`src/rtl/exp_cordic_pkg.sv`:
```
package exp_cordic_pkg;

    // number formats
    localparam int IN_W     = 20;   // signed input width
    localparam int IN_FRAC  = 16;   // input fraction bits
    localparam int CW       = 28;   // rotation datapath width
    localparam int CF       = 24;   // rotation datapath fraction bits
    localparam int OUT_W    = 32;   // unsigned output width
    localparam int OUT_FRAC = 22;   // output fraction bits
    localparam int Q_W      = 5;    // signed width of the ln2 multiple

    // domain and structure
    localparam int X_MAX_INT = 6;   // clamp magnitude, integer units
    localparam int N_STAGES  = 15;  // micro-rotations, repeats included
    localparam int RR_LAT    = 3;   // reduction registers
    localparam int TOTAL_LAT = RR_LAT + N_STAGES + 1;

    // stage positions (0-based) that re-run the previous shift
    localparam int REP_POS_A = 4;
    localparam int REP_POS_B = 14;

    // shift amount of rotation stage k: 1,2,3,4,4,5,...,13,13
    function automatic int stage_shift(input int k);
        int s;
        s = k + 1;
        if (k >= REP_POS_A) s = s - 1;
        if (k >= REP_POS_B) s = s - 1;
        return s;
    endfunction

    // 2^-idx as a real
    function automatic real pow2_neg(input int idx);
        real t;
        t = 1.0;
        for (int n = 0; n < idx; n++) t = t / 2.0;
        return t;
    endfunction

    // inverse hyperbolic tangent of 2^-idx
    function automatic real atanh_real(input int idx);
        real t;
        real acc;
        real pw;
        case (idx)
            1: return 0.5493061443340549;
            2: return 0.2554128118829953;
            3: return 0.1256572141404530;
            default: begin
                t   = pow2_neg(idx);
                acc = 0.0;
                pw  = t;
                for (int n = 1; n <= 9; n += 2) begin
                    acc = acc + pw / real'(n);
                    pw  = pw * t * t;
                end
                return acc;
            end
        endcase
    endfunction

    // scale factor 2^bits as a real
    function automatic real scale_of(input int bits);
        return real'(longint'(1) << bits);
    endfunction

endpackage

```
`src/rtl/exp_range_reduce.sv`:
```
module exp_range_reduce
    import exp_cordic_pkg::*;
#(
    parameter int P_IN_W    = IN_W,
    parameter int P_IN_FRAC = IN_FRAC,
    parameter int P_CW      = CW,
    parameter int P_CF      = CF,
    parameter int P_Q_W     = Q_W,
    parameter int P_X_MAX   = X_MAX_INT
) (
    input  logic                     clk,
    input  logic                     rst_n,
    input  logic                     in_valid,
    input  logic signed [P_IN_W-1:0] in_x,
    output logic                     out_valid,
    output logic signed [P_CW-1:0]   out_r,
    output logic signed [P_Q_W-1:0]  out_q
);

    localparam int INV_W  = P_IN_FRAC + 2;
    localparam int PROD_W = P_IN_W + INV_W;
    localparam int QSH    = 2 * P_IN_FRAC;
    localparam int LN2_W  = P_CF + 1;
    localparam int XSH    = P_CF - P_IN_FRAC;

    localparam logic signed [INV_W-1:0] INV_LN2 =
        INV_W'(longint'(1.4426950408889634 * scale_of(P_IN_FRAC)));
    localparam logic signed [LN2_W-1:0] LN2_C =
        LN2_W'(longint'(0.6931471805599453 * scale_of(P_CF)));
    localparam logic signed [PROD_W-1:0] Q_RND =
        PROD_W'(longint'(1) << (QSH - 1));
    localparam logic signed [P_IN_W-1:0] LIM =
        P_IN_W'(longint'(P_X_MAX) << P_IN_FRAC);

    // stage 1: clamp
    logic signed [P_IN_W-1:0] x1;
    // stage 2: integer multiple of ln2
    logic signed [P_IN_W-1:0] x2;
    logic signed [P_Q_W-1:0]  q2;
    // stage 3: residue
    logic signed [P_CW-1:0]   r3;
    logic signed [P_Q_W-1:0]  q3;

    logic [RR_LAT-1:0] v_pipe;

    logic signed [PROD_W-1:0] prod_q;
    logic signed [P_CW-1:0]   prod_ln2;
    logic signed [P_CW-1:0]   x2_ext;

    assign prod_q   = PROD_W'(x1) * PROD_W'(INV_LN2);
    assign prod_ln2 = P_CW'(q2) * P_CW'(LN2_C);
    assign x2_ext   = P_CW'(x2) <<< XSH;

    always_ff @(posedge clk) begin
        if (in_x > LIM) begin
            x1 <= LIM;
        end else if (in_x < -LIM) begin
            x1 <= -LIM;
        end else begin
            x1 <= in_x;
        end
        x2 <= x1;
        q2 <= P_Q_W'((prod_q + Q_RND) >>> QSH);
        r3 <= x2_ext - prod_ln2;
        q3 <= q2;
    end

    always_ff @(posedge clk) begin
        if (!rst_n) begin
            v_pipe <= '0;
        end else begin
            v_pipe <= {v_pipe[RR_LAT-2:0], in_valid};
        end
    end

    assign out_valid = v_pipe[RR_LAT-1];
    assign out_r     = r3;
    assign out_q     = q3;

endmodule

```
`src/rtl/exp_hyp_stage.sv`:
```
module exp_hyp_stage #(
    parameter int                     P_CW    = 28,
    parameter int                     P_Q_W   = 5,
    parameter int                     P_SHIFT = 1,
    parameter logic signed [P_CW-1:0] P_ANGLE = '0
) (
    input  logic                    clk,
    input  logic                    rst_n,
    input  logic                    in_valid,
    input  logic signed [P_CW-1:0]  in_x,
    input  logic signed [P_CW-1:0]  in_y,
    input  logic signed [P_CW-1:0]  in_z,
    input  logic signed [P_Q_W-1:0] in_q,
    output logic                    out_valid,
    output logic signed [P_CW-1:0]  out_x,
    output logic signed [P_CW-1:0]  out_y,
    output logic signed [P_CW-1:0]  out_z,
    output logic signed [P_Q_W-1:0] out_q
);

    logic signed [P_CW-1:0] y_sh;
    logic signed [P_CW-1:0] x_sh;
    logic                   rot_pos;

    assign y_sh    = in_y >>> P_SHIFT;
    assign x_sh    = in_x >>> P_SHIFT;
    assign rot_pos = ~in_z[P_CW-1];

    always_ff @(posedge clk) begin
        if (rot_pos) begin
            out_x <= in_x + y_sh;
            out_y <= in_y + x_sh;
            out_z <= in_z - P_ANGLE;
        end else begin
            out_x <= in_x - y_sh;
            out_y <= in_y - x_sh;
            out_z <= in_z + P_ANGLE;
        end
        out_q <= in_q;
    end

    always_ff @(posedge clk) begin
        if (!rst_n) begin
            out_valid <= 1'b0;
        end else begin
            out_valid <= in_valid;
        end
    end

endmodule

```
`src/rtl/exp_out_scale.sv`:
```
module exp_out_scale #(
    parameter int P_CW       = 28,
    parameter int P_CF       = 24,
    parameter int P_Q_W      = 5,
    parameter int P_OUT_W    = 32,
    parameter int P_OUT_FRAC = 22
) (
    input  logic                    clk,
    input  logic                    rst_n,
    input  logic                    in_valid,
    input  logic signed [P_CW-1:0]  in_x,
    input  logic signed [P_CW-1:0]  in_y,
    input  logic signed [P_Q_W-1:0] in_q,
    output logic                    out_valid,
    output logic [P_OUT_W-1:0]      out_val
);

    localparam int BIAS = 1 << (P_Q_W - 1);
    localparam int TW   = P_CW + (1 << P_Q_W);
    localparam int DROP = P_CF + BIAS - P_OUT_FRAC;
    localparam logic [TW-1:0] RND = TW'(1) << (DROP - 1);

    logic signed [P_CW:0]  sum;
    logic [P_CW-1:0]       mant;
    logic [P_Q_W-1:0]      shamt;
    logic [TW-1:0]         shifted;
    logic [TW-1:0]         scaled;
    logic                  ovf;

    assign sum   = (P_CW+1)'(in_x) + (P_CW+1)'(in_y);
    assign mant  = sum[P_CW] ? '0 : sum[P_CW-1:0];
    // q + BIAS: flip the sign bit of the two's-complement q
    assign shamt = {~in_q[P_Q_W-1], in_q[P_Q_W-2:0]};

    always_comb begin
        shifted = (TW'(mant) << shamt) + RND;
        scaled  = shifted >> DROP;
        ovf     = |(scaled >> P_OUT_W);
    end

    always_ff @(posedge clk) begin
        out_val <= ovf ? '1 : P_OUT_W'(scaled);
    end

    always_ff @(posedge clk) begin
        if (!rst_n) begin
            out_valid <= 1'b0;
        end else begin
            out_valid <= in_valid;
        end
    end

endmodule

```
`src/rtl/exp_cordic_top.sv`:
```
module exp_cordic_top
    import exp_cordic_pkg::*;
#(
    parameter int P_IN_W     = IN_W,
    parameter int P_IN_FRAC  = IN_FRAC,
    parameter int P_CW       = CW,
    parameter int P_CF       = CF,
    parameter int P_Q_W      = Q_W,
    parameter int P_OUT_W    = OUT_W,
    parameter int P_OUT_FRAC = OUT_FRAC,
    parameter int P_STAGES   = N_STAGES
) (
    input  logic                     clk,
    input  logic                     rst_n,
    input  logic                     in_valid,
    input  logic signed [P_IN_W-1:0] in_x,
    output logic                     out_valid,
    output logic [P_OUT_W-1:0]       out_exp
);

    localparam logic signed [P_CW-1:0] INV_GAIN =
        P_CW'(longint'(1.2074970677630725 * scale_of(P_CF)));

    logic                    v_s [0:P_STAGES];
    logic signed [P_CW-1:0]  x_s [0:P_STAGES];
    logic signed [P_CW-1:0]  y_s [0:P_STAGES];
    logic signed [P_CW-1:0]  z_s [0:P_STAGES];
    logic signed [P_Q_W-1:0] q_s [0:P_STAGES];

    exp_range_reduce #(
        .P_IN_W    (P_IN_W),
        .P_IN_FRAC (P_IN_FRAC),
        .P_CW      (P_CW),
        .P_CF      (P_CF),
        .P_Q_W     (P_Q_W),
        .P_X_MAX   (X_MAX_INT)
    ) u_reduce (
        .clk       (clk),
        .rst_n     (rst_n),
        .in_valid  (in_valid),
        .in_x      (in_x),
        .out_valid (v_s[0]),
        .out_r     (z_s[0]),
        .out_q     (q_s[0])
    );

    assign x_s[0] = INV_GAIN;
    assign y_s[0] = '0;

    for (genvar k = 0; k < P_STAGES; k++) begin : g_stage
        localparam int SH = stage_shift(k);
        localparam logic signed [P_CW-1:0] ANG =
            P_CW'(longint'(atanh_real(SH) * scale_of(P_CF)));

        exp_hyp_stage #(
            .P_CW    (P_CW),
            .P_Q_W   (P_Q_W),
            .P_SHIFT (SH),
            .P_ANGLE (ANG)
        ) u_rot (
            .clk       (clk),
            .rst_n     (rst_n),
            .in_valid  (v_s[k]),
            .in_x      (x_s[k]),
            .in_y      (y_s[k]),
            .in_z      (z_s[k]),
            .in_q      (q_s[k]),
            .out_valid (v_s[k+1]),
            .out_x     (x_s[k+1]),
            .out_y     (y_s[k+1]),
            .out_z     (z_s[k+1]),
            .out_q     (q_s[k+1])
        );
    end

    exp_out_scale #(
        .P_CW       (P_CW),
        .P_CF       (P_CF),
        .P_Q_W      (P_Q_W),
        .P_OUT_W    (P_OUT_W),
        .P_OUT_FRAC (P_OUT_FRAC)
    ) u_scale (
        .clk       (clk),
        .rst_n     (rst_n),
        .in_valid  (v_s[P_STAGES]),
        .in_x      (x_s[P_STAGES]),
        .in_y      (y_s[P_STAGES]),
        .in_q      (q_s[P_STAGES]),
        .out_valid (out_valid),
        .out_val   (out_exp)
    );

    // residual angle is not part of the result
    logic z_tail_unused;
    assign z_tail_unused = ^z_s[P_STAGES];

endmodule

```
`config.mk`:
```
export PLATFORM = sky130hd
export DESIGN_NAME = exp_cordic_top
export DESIGN_NICKNAME = d
export VERILOG_FILES = /design/src/rtl/exp_cordic_pkg.sv /design/src/rtl/exp_range_reduce.sv /design/src/rtl/exp_hyp_stage.sv /design/src/rtl/exp_out_scale.sv /design/src/rtl/exp_cordic_top.sv
export SDC_FILE = /design/constraint.sdc
export NUM_CORES = 2
export LEC_CHECK = 0
export BUFFER_PORTS_ARGS = -buffer_cell sky130_fd_sc_hd__buf_2
export CAP_MARGIN = 20
export CORE_ASPECT_RATIO = 2
export CORE_MARGIN = 2
export CORE_UTILIZATION = 25
export CTS_CLUSTER_SIZE = 25
export DETAILED_ROUTE_END_ITERATION = 12
export HOLD_SLACK_MARGIN = 0.06
export PLACE_DENSITY = 0.44
export SETUP_SLACK_MARGIN = 0.02
export SYNTH_ARGS = -nofsm -noshare
export SYNTH_HDL_FRONTEND = slang
export SYNTH_SLANG_ARGS = --single-unit
export TNS_END_PERCENT = 100
```
`constraint.sdc`:
```
create_clock -name clk -period 6.6 [get_ports clk]
set_input_delay 0.99 -clock clk [delete_from_list [all_inputs] [get_ports clk]]
set_output_delay 0.99 -clock clk [all_outputs]
set_load 0.05 [all_outputs]
```
==> key figures <==
Run status
  – Run status: completed

Setup path
  – Startpoint types: register
  – Slowest CP cell: fa_1
  – Crit path kind: register to register
  – Setup crit end kind: register
  – Arr. time, crit path: about 7.1 ns
  – Buffers & Inverters on Critical Path: 5
  – Worst-path fanout max: 3
  – R2r startpoint: u_reduce.x1[8]
  – Worst Path Required: 7.40 ns
  – Critical Path Source: u_reduce.x1[8]
  – Most used cell, CP: fa_1
  – Crit-path leading delay family: adder cells
  – Max stage delay on crit path: around 0.53 ns

STA
  – Clk_skew: roughly 0.074 ns
  – Final setup vio count: 0
  – Max_slew headroom: between 20 and 25%
  – Final hold violation count: 0
  – Final min period: about 6.2 ns
  – Max-slew violation count: 0
  – Slew at the pin closest to its max-slew limit: ~1.2 ns
  – Max frequency: roughly 160 MHz
  – Final period utilization: approximately 95%
  – Final hold slack: around 0.30 ns
  – RSZ-0062 raised after global routing: no

Global route
  – Vias in the first global route: roughly 74000
  – Pin count of the biggest net entering global routing: 60
  – Initial antenna violation count: 6
  – Global-route wire length before repair: 414000 um
  – All-Layer GR Usage: roughly 14%
  – Total gr overflow: 0

Cells and area
  – Commonest non-fill, non-tap cell in the layout: ha_1
  – Final Non-Filler Cells: about 16000
  – Ratio of cells with drive above 1 in the final layout: roughly 4.9%
  – Storage cell area: approximately 25000 um^2
  – Commonest non-fill, non-tap cells in the layout: ha_1 (1237), dfxtp_1 (1234), xnor2_1 (1112)
  – Layout Area Growth over Synthesis: 12.6%
  – Final nets: roughly 12000
  – Multi-input logic area: roughly 64000 um^2
  – Fillers: a little under 40000

Clocking
  – Num CTS Buffers: 153
  – Clock transition at the registers of the reported paths: 0.07 ns
  – Clock Path Buffers: 4
  – CTS tree: done
  – H-Tree Depth: 4
  – Clock latency on the worst-skew pair: roughly 0.86 ns
  – Root Driver: clkbuf_16
  – Clock Sinks: between 1000 and 1500

Placed design
  – Dpl cells: ~16000
  – Number of I/O port buffers: 55
  – GPL Wtd Cong: 0.833
  – Post-DP HPWL: slightly above 200000 um

Synthesis
  – Post-Syn Instances: between 10000 and 15000
  – Yosys warnings: 0
  – Post-synth EDFFs: 0
  – Unique masters post-synth: roughly 100
  – Synth Area per Inst: between 8 and 9 um^2
  – Synth top area share: between 20% and 30%
  – #FFs+latches synth: 1255
  – Post-Synthesis Cell Area: approximately 93000 um^2
  – Async SR Flop Fraction: 0%
  – Largest area contributor in the netlist: dfxtp_1
  – Top post-synthesis cells by area: dfxtp_1 (27%), ha_1 (17%), xnor2_1 (11%)
  – Mapped Nets: 12246
  – Post-synth top flop: dfxtp_1
  – Sequential-to-total area share from yosys stat: between 20 and 30%

Floorplanning
  – Core outline area: between 300000 and 400000 um^2
  – Rows: 316
  – Full die area: ~380000 um^2
  – Number of top-level pins: 56
  – Initial Util: 25.1%
  – Die width: ~430 um
  – Die Span Y: roughly 860 um

Route
  – Routed met3 length: 8550 um
  – Highest metal used: met5
  – DR iter-0 viols: ~3900
  – Residual DRC: 0
  – Average vias per placed instance: between 4 and 5
  – 1st-pass router iterations: 6
  – Drt wl/cell: roughly 16 um
  – Post-route ant nets: 0
  – Via Count: 75011
  – Met1 WL: approximately 130000 um
  – Met2 WL post-DR: approximately 120000 um
  – Final WL: between 200000 and 300000 um

Run
  – Max cap viols: 0

Worst hold path
  – Hold Crit Class: register to register
  – Hold Crit Start: g_stage[11].u_rot.out_q[4]
==> Yosys cell counts (170+ instances only) <==
library cell  instances
a21o_1              170
a21oi_1             897
dfxtp_1            1255
ha_1               1241
inv_1               713
nand2_1             549
nand3_1             266
nor2_1             1061
nor3_1              477
o21ai_0             391
xnor2_1            1112
xor2_1              276
==> stage by stage <==
stage / setup TNS, ns / setup slack, ns / area (um^2) / util (%)
after floorplan: 0 / 0.240 / 92500 / -
after global placement: -0.229 / -0.142 / 99000 / 26.8
after detailed placement: -0.344 / -0.174 / 99100 / 26.8
after CTS: 0 / 0.0420 / 104000 / 28.2
after global routing: 0 / 0.000168 / 104000 / 28.2
final: 0 / 0.351 / 104000 / 28.2
==> routing by layer <==
layer | GRT usage [%] | up-vias
li1 | - | 38517
met2 | 22.4 | 1102
met4 | 3.33 | 2
met1 | 18.8 | 35099
met3 | 1.33 | 291
met5 | 0 | -
==> worst paths after layout <==
check	end	slack (ns)	cells past startpoint
setup / recovery	u_reduce.q2[3]	0.35	26
setup reg to reg	u_reduce.q2[3]	0.35	26
hold reg to reg	g_stage[12].u_rot.out_q[4]	0.30	0
hold / removal	g_stage[12].u_rot.out_q[4]	0.30	0
==> logic make-up after synthesis <==
| family | after synthesis | share of synthesized area [%] |
|---|---|---|
| xor+xnor | 1388 | 13.1 |
| fa+ha+maj | 1402 | 20.2 |
| mux | 151 | 1.74 |
| simple gates | 3271 | 17.0 |
| buf+inv | 900 | 3.68 |
| flops | 1255 | 27.1 |
| compound gates | 2456 | 17.0 |
==> registers in the layout, summed over array words and instances, names as in the netlist, 15 cells and up <==
| name | flops |
|---|---|
| g_stage.u_rot.out_q | 75 |
| g_stage.u_rot.out_valid | 15 |
| g_stage.u_rot.out_x | 376 |
| g_stage.u_rot.out_y | 392 |
| g_stage.u_rot.out_z | 287 |
| u_reduce.out_r | 24 |
| u_reduce.x1 | 20 |
| u_reduce.x2 | 20 |
| u_scale.out_val | 32 |
==> worst reg2reg max path, stage by stage (launching register included) <==
cell,delay [ns]
dfxtp_2,0.34
inv_2,0.06
buf_4,0.13
fa_1,0.53
inv_1,0.04
ha_1,0.28
fa_1,0.51
fa_1,0.44
fa_1,0.49
inv_1,0.06
fa_1,0.53
inv_1,0.04
ha_1,0.30
a21o_1,0.16
a21o_1,0.17
a221o_1,0.39
a21oi_4,0.18
o41ai_4,0.11
a31oi_2,0.24
xnor2_1,0.10
ha_2,0.19
nor2b_1,0.14
maj3_1,0.35
o21ai_1,0.14
nand2_1,0.08
a21oi_2,0.11
xnor2_1,0.12
==> layout make-up <==
cell class                 count  share of cell area (%)
antenna                        1                 0.00240
clock buffer                 207                    4.17
clock inverter                54                   0.673
sequential                  1255                    24.1
multi-input combinational   8668                    61.5
inverter                     719                    2.59
timing repair buffer         158                    1.01
tap                         4929                    5.92
==> what timing repair did <==
action,4_1_cts,5_1_grt
pin swaps,2,28
resized for setup,3,29
setup buffers,0,1
setup endpoints to repair,2,2
gates cloned,0,0
hold buffers,0,0
Power is left out: the tool's default activity adds up to more than one toggle a clock period on the data nets, which glitch-free logic cannot reach.
